$ cat src/rtl/addr_win_pkg.sv
package addr_win_pkg;
  localparam int unsigned PAGE_SHIFT  = 20;
  localparam int unsigned CTRL_EN_BIT = 0;
  localparam int unsigned CTRL_TID_LSB = 4;
  localparam int unsigned SEC_WS_BIT  = 0;
  localparam int unsigned SEC_RS_BIT  = 1;
  localparam int unsigned PAGE_LSB    = 4;
  localparam int unsigned GLB_TID_LSB = 8;

  typedef enum logic [1:0] {
    FLD_CTRL = 2'd0,
    FLD_SEC  = 2'd1,
    FLD_LO   = 2'd2,
    FLD_HI   = 2'd3
  } win_fld_e;
endpackage

$ cat src/rtl/win_regfile.sv
module win_regfile
  import addr_win_pkg::*;
#(
  parameter int unsigned NUM_WIN = 8,
  parameter int unsigned PAGE_W  = 20,
  parameter int unsigned TID_W   = 8,
  parameter int unsigned DATA_W  = 32,
  parameter int unsigned REG_AW  = 6,
  parameter logic [TID_W-1:0]  CFG_TID     = 8'h0F,
  parameter logic [PAGE_W-1:0] CFG_PAGE_LO = 20'hF0000,
  parameter logic [PAGE_W-1:0] CFG_PAGE_HI = 20'hF001F
) (
  input  logic                              clk_i,
  input  logic                              rst_ni,
  input  logic                              we_i,
  input  logic [REG_AW-1:0]                 addr_i,
  input  logic [DATA_W-1:0]                 wdata_i,
  output logic [DATA_W-1:0]                 rdata_o,
  output logic [NUM_WIN-1:0]                en_o,
  output logic [NUM_WIN-1:0][TID_W-1:0]     tid_o,
  output logic [NUM_WIN-1:0]                ws_o,
  output logic [NUM_WIN-1:0]                rs_o,
  output logic [NUM_WIN-1:0][PAGE_W-1:0]    lo_o,
  output logic [NUM_WIN-1:0][PAGE_W-1:0]    hi_o,
  output logic [TID_W-1:0]                  gtid_o
);
  localparam int unsigned WIN_IW   = (NUM_WIN > 1) ? $clog2(NUM_WIN) : 1;
  localparam int unsigned WIN_SPAN = NUM_WIN * 4;
  localparam logic [REG_AW-1:0] GLB_ADDR = REG_AW'(WIN_SPAN);

  logic               in_win;
  logic [WIN_IW-1:0]  sel;
  win_fld_e           fld;

  assign in_win = (addr_i < GLB_ADDR);
  assign sel    = addr_i[2 +: WIN_IW];
  assign fld    = win_fld_e'(addr_i[1:0]);

  for (genvar w = 0; w < NUM_WIN; w++) begin : g_win
    localparam bit IS_CFG = (w == 0);
    logic wr_hit;
    assign wr_hit = we_i && in_win && (sel == WIN_IW'(w));

    always_ff @(posedge clk_i or negedge rst_ni) begin
      if (!rst_ni) begin
        en_o[w]  <= IS_CFG;
        tid_o[w] <= IS_CFG ? CFG_TID : '0;
        ws_o[w]  <= 1'b0;
        rs_o[w]  <= 1'b0;
        lo_o[w]  <= IS_CFG ? CFG_PAGE_LO : '0;
        hi_o[w]  <= IS_CFG ? CFG_PAGE_HI : '0;
      end else if (wr_hit) begin
        unique case (fld)
          FLD_CTRL: begin
            en_o[w]  <= wdata_i[CTRL_EN_BIT];
            tid_o[w] <= wdata_i[CTRL_TID_LSB +: TID_W];
          end
          FLD_SEC: begin
            ws_o[w] <= wdata_i[SEC_WS_BIT];
            rs_o[w] <= wdata_i[SEC_RS_BIT];
          end
          FLD_LO: lo_o[w] <= wdata_i[PAGE_LSB +: PAGE_W];
          FLD_HI: hi_o[w] <= wdata_i[PAGE_LSB +: PAGE_W];
          default: ;
        endcase
      end
    end
  end

  always_ff @(posedge clk_i or negedge rst_ni) begin
    if (!rst_ni)                           gtid_o <= '0;
    else if (we_i && addr_i == GLB_ADDR)   gtid_o <= wdata_i[GLB_TID_LSB +: TID_W];
  end

  always_comb begin
    rdata_o = '0;
    if (addr_i == GLB_ADDR) begin
      rdata_o[GLB_TID_LSB +: TID_W] = gtid_o;
    end else if (in_win) begin
      unique case (fld)
        FLD_CTRL: begin
          rdata_o[CTRL_EN_BIT]           = en_o[sel];
          rdata_o[CTRL_TID_LSB +: TID_W] = tid_o[sel];
        end
        FLD_SEC: begin
          rdata_o[SEC_WS_BIT] = ws_o[sel];
          rdata_o[SEC_RS_BIT] = rs_o[sel];
        end
        FLD_LO:  rdata_o[PAGE_LSB +: PAGE_W] = lo_o[sel];
        FLD_HI:  rdata_o[PAGE_LSB +: PAGE_W] = hi_o[sel];
        default: ;
      endcase
    end
  end
endmodule

$ cat src/rtl/win_match.sv
module win_match #(
  parameter int unsigned NUM_WIN = 8,
  parameter int unsigned PAGE_W  = 20
) (
  input  logic [PAGE_W-1:0]              page_i,
  input  logic [NUM_WIN-1:0]             en_i,
  input  logic [NUM_WIN-1:0][PAGE_W-1:0] lo_i,
  input  logic [NUM_WIN-1:0][PAGE_W-1:0] hi_i,
  output logic [NUM_WIN-1:0]             match_o
);
  for (genvar w = 0; w < NUM_WIN; w++) begin : g_cmp
    assign match_o[w] = en_i[w] && (page_i >= lo_i[w]) && (page_i <= hi_i[w]);
  end
endmodule

$ cat src/rtl/win_arbiter.sv
module win_arbiter #(
  parameter int unsigned NUM_WIN = 8,
  parameter int unsigned TID_W   = 8
) (
  input  logic                          clk_i,
  input  logic                          rst_ni,
  input  logic [NUM_WIN-1:0]            match_i,
  input  logic [NUM_WIN-1:0][TID_W-1:0] tid_i,
  input  logic [NUM_WIN-1:0]            ws_i,
  input  logic [NUM_WIN-1:0]            rs_i,
  input  logic [TID_W-1:0]              gtid_i,
  input  logic                          valid_i,
  input  logic                          write_i,
  input  logic                          secure_i,
  output logic                          valid_o,
  output logic [TID_W-1:0]              target_o,
  output logic                          hit_o,
  output logic                          viol_o
);
  localparam int unsigned WIN_IW = (NUM_WIN > 1) ? $clog2(NUM_WIN) : 1;

  logic [WIN_IW-1:0] sel;
  logic              any, viol_d, hit_d;
  logic [TID_W-1:0]  tgt_d;

  // lowest index wins: scan downward so the last assignment is the lowest
  always_comb begin
    sel = '0;
    for (int i = NUM_WIN - 1; i >= 0; i--) begin
      if (match_i[i]) sel = WIN_IW'(i);
    end
  end

  assign any    = |match_i;
  assign viol_d = any && !secure_i && (write_i ? ws_i[sel] : rs_i[sel]);
  assign hit_d  = any && !viol_d;
  assign tgt_d  = hit_d ? tid_i[sel] : gtid_i;

  always_ff @(posedge clk_i or negedge rst_ni) begin
    if (!rst_ni) begin
      valid_o  <= 1'b0;
      target_o <= '0;
      hit_o    <= 1'b0;
      viol_o   <= 1'b0;
    end else begin
      valid_o  <= valid_i;
      target_o <= tgt_d;
      hit_o    <= hit_d;
      viol_o   <= viol_d;
    end
  end


  hit_needs_match_chk: assert property (@(posedge clk_i) disable iff (!rst_ni)
    hit_o |-> $past(any));


  miss_uses_default_chk: assert property (@(posedge clk_i) disable iff (!rst_ni)
    !hit_o |-> target_o == $past(gtid_i));


  viol_clears_hit_chk: assert property (@(posedge clk_i) disable iff (!rst_ni)
    viol_o |-> !hit_o);


  secure_never_viol_chk: assert property (@(posedge clk_i) disable iff (!rst_ni)
    viol_o |-> !$past(secure_i));
endmodule

$ cat src/rtl/addr_win_decoder.sv
module addr_win_decoder
  import addr_win_pkg::*;
#(
  parameter int unsigned NUM_WIN = 8,
  parameter int unsigned ADDR_W  = 40,
  parameter int unsigned TID_W   = 8,
  parameter int unsigned DATA_W  = 32,
  parameter int unsigned REG_AW  = $clog2(NUM_WIN * 4 + 1),
  parameter logic [TID_W-1:0]           CFG_TID     = 8'h0F,
  parameter logic [ADDR_W-PAGE_SHIFT-1:0] CFG_PAGE_LO = 20'hF0000,
  parameter logic [ADDR_W-PAGE_SHIFT-1:0] CFG_PAGE_HI = 20'hF001F
) (
  input  logic              clk_i,
  input  logic              rst_ni,
  input  logic              reg_we_i,
  input  logic [REG_AW-1:0] reg_addr_i,
  input  logic [DATA_W-1:0] reg_wdata_i,
  output logic [DATA_W-1:0] reg_rdata_o,
  input  logic              lk_valid_i,
  input  logic [ADDR_W-1:0] lk_addr_i,
  input  logic              lk_write_i,
  input  logic              lk_secure_i,
  output logic              lk_valid_o,
  output logic [TID_W-1:0]  lk_target_o,
  output logic              lk_hit_o,
  output logic              lk_viol_o
);
  localparam int unsigned PAGE_W = ADDR_W - PAGE_SHIFT;

  logic [NUM_WIN-1:0]             en, ws, rs, match;
  logic [NUM_WIN-1:0][TID_W-1:0]  tid;
  logic [NUM_WIN-1:0][PAGE_W-1:0] lo, hi;
  logic [TID_W-1:0]               gtid;

  win_regfile #(
    .NUM_WIN(NUM_WIN), .PAGE_W(PAGE_W), .TID_W(TID_W), .DATA_W(DATA_W),
    .REG_AW(REG_AW), .CFG_TID(CFG_TID), .CFG_PAGE_LO(CFG_PAGE_LO),
    .CFG_PAGE_HI(CFG_PAGE_HI)
  ) u_regs (
    .clk_i(clk_i), .rst_ni(rst_ni), .we_i(reg_we_i), .addr_i(reg_addr_i),
    .wdata_i(reg_wdata_i), .rdata_o(reg_rdata_o), .en_o(en), .tid_o(tid),
    .ws_o(ws), .rs_o(rs), .lo_o(lo), .hi_o(hi), .gtid_o(gtid)
  );

  win_match #(.NUM_WIN(NUM_WIN), .PAGE_W(PAGE_W)) u_match (
    .page_i(lk_addr_i[ADDR_W-1:PAGE_SHIFT]), .en_i(en), .lo_i(lo),
    .hi_i(hi), .match_o(match)
  );

  win_arbiter #(.NUM_WIN(NUM_WIN), .TID_W(TID_W)) u_arb (
    .clk_i(clk_i), .rst_ni(rst_ni), .match_i(match), .tid_i(tid),
    .ws_i(ws), .rs_i(rs), .gtid_i(gtid), .valid_i(lk_valid_i),
    .write_i(lk_write_i), .secure_i(lk_secure_i), .valid_o(lk_valid_o),
    .target_o(lk_target_o), .hit_o(lk_hit_o), .viol_o(lk_viol_o)
  );
endmodule

$ cat config.mk
export PLATFORM = sky130hd
export DESIGN_NAME = addr_win_decoder
export DESIGN_NICKNAME = d
export VERILOG_FILES = /design/src/rtl/addr_win_pkg.sv /design/src/rtl/win_regfile.sv /design/src/rtl/win_match.sv /design/src/rtl/win_arbiter.sv /design/src/rtl/addr_win_decoder.sv
export SDC_FILE = /design/constraint.sdc
export NUM_CORES = 1
export LEC_CHECK = 0
export BUFFER_PORTS_ARGS = -buffer_cell sky130_fd_sc_hd__buf_4
export CAP_MARGIN = 20
export CORE_UTILIZATION = 60
export DETAILED_ROUTE_END_ITERATION = 8
export PLACE_DENSITY = 0.76
export SLEW_MARGIN = 0
export SYNTH_ARGS = -nofsm -noshare
export SYNTH_HDL_FRONTEND = slang
export SYNTH_HIERARCHICAL = 1
export SYNTH_SLANG_ARGS = --single-unit
$ cat constraint.sdc
create_clock -name clk_i -period 6.2 [get_ports clk_i]
set_clock_uncertainty 0.1 [all_clocks]
set_input_delay 0.93 -clock clk_i [delete_from_list [all_inputs] [get_ports clk_i]]
set_output_delay 0.93 -clock clk_i [all_outputs]
set_load 0.01 [all_outputs]
==> results of run 1 <==
layer usage:
metal / vias to the layer above / part of all wire (%) / GRT usage [%]
li1: 8957 / - / -
met1: 10500 / 42 / 49.1
met2: 1027 / 45 / 53.1
met3: 231 / 8.8 / 5.58
met4: 0 / 4.8 / 15.9
met5: - / 0 / 0
layout by cell type, fill, tap and decap left out, types with 36 or more instances in the layout:
master,count
mux2i_1,84
nand4_1,36
nand3_1,37
nor2_1,36
o21ai_0,48
inv_1,306
mux2_4,48
ha_1,320
clkbuf_16,51
nand2_1,87
dfrtp_1,409
mux2_2,376
buf_4,106
a21oi_1,79
mux4_2,91
synthesized netlist by cell type (33+ instances only):
cell	instances
nand3_1	37
mux2_4	48
inv_1	306
a21o_1	34
mux2i_1	84
ha_1	320
a21oi_1	80
clkbuf_1	40
buf_2	46
nand4_1	36
mux4_2	91
nand2_1	87
nor2_1	44
dfrtp_1	409
o21ai_0	48
mux2_2	376
a22oi_1	33
and4_1	34
final timing paths:
| path | from | to | slack (ns) | cells past startpoint |
|---|---|---|---|---|
| max in group asynchronous | rst_ni | u_regs/hi_o[137] | 4.29 | 2 |
| min in group clk_i | lk_valid_i | u_arb/valid_o | 0.34 | 1 |
| min reg2reg | u_regs/lo_o[39] | u_regs/lo_o[39] | 0.42 | 1 |
| max reg2reg | u_regs/lo_o[151] | u_arb/target_o[5] | 1.45 | 16 |
| max | lk_addr_i[20] | u_arb/target_o[5] | 1.27 | 18 |
| min | rst_ni | u_regs/hi_o[38] | 0.30 | 1 |
worst max-delay path, cell delays in order:
cell and delay [ns]:
buf_4 0.11, inv_1 0.12, buf_4 0.26, ha_1 0.26
nand2b_1 0.14, a21o_1 0.19, a211oi_1 0.37, o21ai_1 0.24
nand4_1 0.18, a22oi_2 0.16, nor4_1 0.60, nand2b_1 0.28
buf_4 0.27, nand2_1 0.08, mux2_2 0.26, o211ai_1 0.17
a31oi_4 0.30, mux2_4 0.38
kinds of logic after synthesis:
logic type               count (synthesis)
adder cells (fa/ha/maj)                320
multiplexers                           609
other                                    1
AO/OA/AOI/OAI                          318
AND/OR/NAND/NOR                        339
buffers and inverters                  425
flip-flops                             427
flip-flops by register name, summed over array words and instances, names as in the netlist:
register,cells
u_arb/hit_o,1
u_regs/ws_o,8
u_regs/lo_o,160
u_regs/en_o,8
u_regs/tid_o,64
u_regs/hi_o,160
u_regs/rs_o,8
u_arb/viol_o,1
u_arb/target_o,8
u_regs/gtid_o,8
u_arb/valid_o,1
layout make-up:
cell class / instances / area [um^2]
clock inverters: 15 / 164
repair buffers: 111 / 882
fillers: 3423 / 15500
clock buffers: 73 / 1450
inverters: 307 / 1150
multi-input cells: 1596 / 16200
well taps: 607 / 759
flip-flops and latches: 427 / 10700
metrics by stage:
stage	hold WS (ns)	util, %	area (um^2)
2_1_floorplan	0.382	-	28600
3_3_place_gp	0.398	63.4	29700
3_5_place_dp	0.410	63.4	29700
4_1_cts	0.315	66.9	31300
5_1_grt	0.324	66.9	31300
6_report	0.303	66.9	31300
power by group through the flow:
stage	combinational [mW]	clock (mW)	sequential, mW
2_1_floorplan	1.51	0	3.42
3_3_place_gp	2.05	0	3.51
3_5_place_dp	2.15	0	3.53
4_1_cts	2.17	2.97	3.49
5_1_grt	2.39	3.09	3.54
6_report	2.20	2.94	3.50
==> metrics.md, run 1 <==
| Metric | Value |
|---|---|
| Status | finished, violations left |
| Failing checks | DRC |
| Worst setup margin | 1.27 ns |
| Pins Over Slew Limit | 0 |
| Tot GR Track Use | 34.9% |
| Max-cap viol count | 0 |
| Fraction of registers with async set/reset | 100% |
| Antenna diode count | 0 |
| Rows | 79 |
| Vias in the first global route | 20700 |
| FMAX | 0.203 GHz |
| Sw Share | 30.8% |
| Hold Path Class | in2async |
| P_leak | 14.6 nW |
| Dpl cells | 3048 |
| Post-Syn Area | 0.0286 mm^2 |
| Synth top area share | 35.8% |
| CTS tree | yes |
| Setup WS pre-CTS | 0.752 ns |
| Synth area leaders | dfrtp_1 36%, mux2_2 15%, ha_1 14% |
| Root Buffer | clkbuf_16 |
| Vias/cell | 6.59 |
| Sequential-to-total area share from yosys stat | 37.5% |
| Initial core utilization | 61.1% |
| Initial antenna violation count | 0 |
| Power Total | 8.64 mW |
| Total number of vias | 20700 |
| Post-route antenna net violation count | 0 |
| Die H | 220 um |
| Routability congestion estimate | 0.948 |
| RSZ-0062 raised after global routing | false |
| Core region area | 0.0468 mm^2 |
| Area Overhead vs Synth | 9.40% |
| Final Hold Fails | 0 |
| Clock Sinks | 427 |
| VDD IR max | 199 uV |
| Final Cycle Share | 79.6% |
| Layout cell share with drive strength beyond 1 | 30.7% |
| Crit path max fanout | 14 |
| Period minus WS final | 4.93 ns |
| Synth Area in Adders | 14.0% |
| CTS buffer count | 49 |
| XOR/XNOR Fraction of Synth Area | 0% |
| Pre-Repair DR Iteration Count | 8 |
| Grt ovf | 0 |
| Largest family of logic cells by synthesized area | multiplexers |
| Bufs on Longest Clock Path | 3 |
| Clk_lat worst skew | 0.60 ns |
| Largest net degree at the start of global routing | 165 |
| Die Wd | 220 um |
| Crit start category | primary input |
| Area leader, netlist | dfrtp_1 |
| TNS Setup | 0 ns |
| Synth Area per Inst | 11.7 um^2 |
| DRT iter0 DRCs | 2148 |
| Critical path class | in2reg |
| Post-CTS Setup Bufs | 0 |
| Seq pwr share | 40.5% |
| CTS Hold Bufs | 0 |
| Drt drc | 10 |
| Multiplexer area fraction after synthesis | 27.8% |
| Final nets | 2896 |
| Post-CTS Resized | 0 |
| Worst Setup End Kind | flip-flop |
| FF+latch count, synth | 427 |
| Register clock-pin slew on the reported worst setup and hold paths | 0.06 ns |
| WL per Instance | 26.5 um |
| Post-DP HPWL | 57100 um |
| Total Wirelength | 83100 um |
| PD cells | 276 mW/mm^2 |
| Endpoints failing setup | 0 |
| Req. time, crit path | 6.58 ns |
| Worst Path Arrival | 5.31 ns |
| Max_slew headroom | 25.2% |
| Synth Area in Compound Gates | 7.64% |
| Synth Flop Type | dfrtp_1 |
| Clk pwr share | 34.0% |
| Switching power | 2.66 mW |
| Simple-gate share of the synthesized area | 6.78% |
| Die ar. | 0.0485 mm^2 |
| Ys Warns | 6 |
| Htree depth | 2 |
| Post-route insts no fill | 3136 |
| Io pins | 127 |
| Synth Instances | 2439 |
| Internal power | 5.97 mW |
| Port bufs | 86 |
| Comb pwr share | 25.5% |
| Slew @ Worst Pin | 1.12 ns |
| Unique masters post-synth | 66 |
| Number of synthesized flops with an enable pin | 0 |
| First-pass GRT wire length | 125000 um |
Power figures use the tool's default switching activity.
==> run 2: changes to the inputs <==
--- a/config.mk
+++ b/config.mk
@@ -5,6 +5,7 @@
 export SDC_FILE = /design/constraint.sdc
 export NUM_CORES = 1
 export LEC_CHECK = 0
+export ABC_AREA = 1
 export BUFFER_PORTS_ARGS = -buffer_cell sky130_fd_sc_hd__buf_4
 export CAP_MARGIN = 20
 export CORE_UTILIZATION = 60
==> constraint.sdc (replaced) <==
create_clock -name clk_i -period 4.9 [get_ports clk_i]
set_clock_uncertainty 0.1 [all_clocks]
set_input_delay 0.735 -clock clk_i [delete_from_list [all_inputs] [get_ports clk_i]]
set_output_delay 0.735 -clock clk_i [all_outputs]
set_load 0.01 [all_outputs]
==> metrics.md, run 2 <==
| Metric | Value |
|---|---|
| Crit path max fanout | 73 (+59) |
| Req. time, crit path | 4.07 ns (-2.51 ns) |
| Bufs on Longest Clock Path | 3 (unchanged) |
| Post-Syn Area | 0.0293 mm^2 (+2.4%) |
| FF+latch count, synth | 427 (unchanged) |
| Clock Sinks | 427 (unchanged) |
| Io pins | 127 (unchanged) |
| Final Cycle Share | 83.1% |
| Fraction of registers with async set/reset | 100% (unchanged) |
| Layout cell share with drive strength beyond 1 | 7.90% (-23 points) |
| Endpoints failing setup | 0 (unchanged) |
| Busiest grt layer | met2 |
| Pre-Repair DR Iteration Count | 8 (unchanged) |
| CTS tree | yes |
| Synth top area share | 35.0% (-0.84 points) |
| Initial antenna violation count | 1 (+1) |
| Root Buffer | clkbuf_16 |
| Initial core utilization | 61.0% (-0.080 points) |
| DRT iter0 DRCs | 3071 (+43%) |
| Synth area leaders | dfrtp_1 35%, nand2_1 20%, ha_1 14% |
| Critical path's largest stage delay | 0.78 ns (+0.18 ns) |
| Met1 usage | 54.4% (+5.3 points) |
| Largest net degree at the start of global routing | 95 (-42%) |
| Drt drc | 0 (-10) |
| Max_slew headroom | 23.9% (-1.3 points) |
| Post-CTS Resized | 0 (unchanged) |
| Area leader, netlist | dfrtp_1 |
| RSZ-0062 raised after global routing | false |
| Vias in the first global route | 25400 (+23%) |
| Vias/cell | 5.81 (-12%) |
| CTS buffer count | 48 (-2.0%) |
| Number of buffers and inverters on the critical path | 4 (unchanged) |
| GR Util met3 | 8.17% (+2.6 points) |
| Setup WS pre-CTS | 0.676 ns (-0.0760 ns) |
| Register clock-pin slew on the reported worst setup and hold paths | 0.06 ns (about the same) |
| Ys Warns | 6 (unchanged) |
| Dpl cells | 4713 (+55%) |
| Post-route antenna net violation count | 0 (unchanged) |
| Total Wirelength | 97400 um (+17%) |
| Grt ovf | 0 (unchanged) |
| Most numerous cell in the Yosys netlist | nand2_1 |
| First-pass GRT wire length | 148000 um (+18%) |
| Largest regs | u_regs/hi_o (160), u_regs/lo_o (160), u_regs/tid_o (64) |
| Synth Flop Type | dfrtp_1 |
| Htree depth | 2 (unchanged) |
| CP cell instances | buf_4 -> inv_2 -> buf_4 -> nand2_1 -> nand2_1 -> nand2_1 -> nand4_1 -> nand3_1 -> nand2_1 -> nand2_1 -> nand2_1 -> buf_4 |
| Worst Path Arrival | 3.24 ns (-2.07 ns) |
| Core region area | 0.0479 mm^2 (+2.6%) |
| Hold Path Class | in2async |
| CP max stage cell | buf_4 |
| Routability congestion estimate | 0.989 (+4.4%) |
| P_leak | 16.0 nW (+9.5%) |
| TNS Setup | 0 ns (unchanged) |
| Antenna diode count | 0 (unchanged) |
| Fill count | 4309 (+26%) |
| Crit start category | primary input |
| Unique masters post-synth | 41 (-38%) |
| Worst Setup End Kind | output port |
| Multi-input logic area | 0.0157 mm^2 (-3.1%) |
| Number of synthesized flops with an enable pin | 0 (unchanged) |
| Final Hold Fails | 0 (unchanged) |
| WL per Instance | 20.3 um (-23%) |
| Post-DP HPWL | 66300 um (+16%) |
| Clk_lat worst skew | 0.61 ns (about the same) |
| Period minus WS final | 4.07 ns |
| Commonest cells in the netlist | 1557 x nand2_1, 531 x inv_1, 409 x dfrtp_1 |
| FMAX | 0.245 GHz |
| Post-CTS Setup Bufs | 0 (unchanged) |
| Rows | 80 (+1.3%) |
| Die H | 223 um (+1.2%) |
| Power Total | 11.1 mW (+29%) |
| VDD IR max | 438 uV (+120%) |
| Area Overhead vs Synth | 9.33% (about the same) |
| Critical path class | in2out |
| Synth Instances | 4141 (+70%) |
| Sequential-to-total area share from yosys stat | 36.6% (-0.88 points) |
| Commonest cells after routing, fill and taps aside | 1557 x nand2_1, 531 x inv_1, 409 x dfrtp_1 |
| Critical path's top delay family | buffers and inverters |
| Synth Area per Inst | 7.07 um^2 (-40%) |
| CTS Hold Bufs | 0 (unchanged) |
| Register area | 0.0107 mm^2 (unchanged) |
| Grt met2 use | 59.2% (+6.2 points) |
| Commonest non-fill, non-tap cell in the layout | nand2_1 |
| Die ar. | 0.0497 mm^2 (+2.4%) |
| Post-route insts no fill | 4803 (+53%) |
| Pins Over Slew Limit | 0 (unchanged) |
| Max-cap viol count | 0 (unchanged) |
| Status | finished, final reports clean |
| Tot GR Track Use | 39.4% (+4.6 points) |
| Die Wd | 223 um (+1.2%) |
| Port bufs | 86 (unchanged) |
| PD cells | 347 mW/mm^2 (+26%) |
| Worst setup margin | 0.826 ns (-0.441 ns) |
| Final nets | 4552 (+57%) |
| Most used cell along the critical path | nand2_1 |
| Slew @ Worst Pin | 1.14 ns (+0.0185 ns) |
| Total number of vias | 27900 (+35%) |
==> run 2: metal layers <==
layer	share of wire, %	vias up
met2	43	1524
met5	0.012	-
met3	12	279
met1	40	13000
met4	5.3	2
li1	-	13100
==> run 2: area by class of cell <==
type,count,share of cell area [%]
clock buffers,70,4.55
clock inverters,20,0.676
inverters,543,6.39
multi-input cells,2986,48.9
flip-flops and latches,427,33.5
well taps,615,2.40
repair buffers,142,3.59
==> run 2: worst register-to-register path, cell delays in order, from the launching register on <==
cell and delay (ns):
dfrtp_1 0.38, inv_1 0.06, ha_1 0.28, a21oi_1 0.33, nand3_1 0.16, nor2_1 0.27
nand2_1 0.11, nor2_1 0.13, nor2_1 0.10, nor2_1 0.15, nand2_1 0.07, nand2_1 0.05
nand2_1 0.05, nand2_1 0.05, nand2_1 0.08, nand2_4 0.15, nand2_4 0.19, inv_1 0.32
buf_4 0.30, nand2_1 0.08, nand3_1 0.09, nand3_1 0.13, nand2_1 0.09, nand3_1 0.08
nand2_1 0.09
==> run 2: cells by family after synthesis <==
| family | after synthesis | share of synthesized area [%] |
|---|---|---|
| flip-flops | 427 | 36.6 |
| AND/OR/NAND/NOR | 2042 | 28.8 |
| adder cells (fa/ha/maj) | 320 | 13.7 |
| other | 1 | 0.0128 |
| buffers and inverters | 737 | 10.1 |
| AO/OA/AOI/OAI | 614 | 10.8 |
==> run 2: path summary, 6_finish.rpt <==
| check | slack (ns) | endpoint | cells after the start | start |
|---|---|---|---|---|
| worst max-delay path | 0.83 | reg_rdata_o[14] | 12 | reg_addr_i[2] |
| worst min-delay path | 0.03 | u_regs/hi_o[77] | 1 | rst_ni |
| worst max register to register | 1.00 | u_arb/target_o[6] | 24 | u_regs/hi_o[159] |
| worst min register to register | 0.38 | u_regs/hi_o[3] | 2 | u_regs/hi_o[3] |
| max in group asynchronous | 3.61 | u_regs/lo_o[89] | 2 | rst_ni |
| min in group clk_i | 0.13 | u_arb/valid_o | 1 | lk_valid_i |
==> run 2: where the power goes <==
part / internal, mW / switching, mW
registers: 4.02 / 0.392
clock network: 2.27 / 1.57
logic: 1.01 / 1.85
==> run 2: metrics by stage <==
stage / instance area, um^2 / hold slack (ns) / utilization [%]
6_report: 32000 / 0.0292 / 66.7
5_1_grt: 32000 / 0.0619 / 66.7
4_1_cts: 32000 / 0.0523 / 66.7
3_5_place_dp: 30300 / 0.373 / 63.3
3_3_place_gp: 30300 / 0.368 / 63.3
2_1_floorplan: 29300 / 0.339 / -
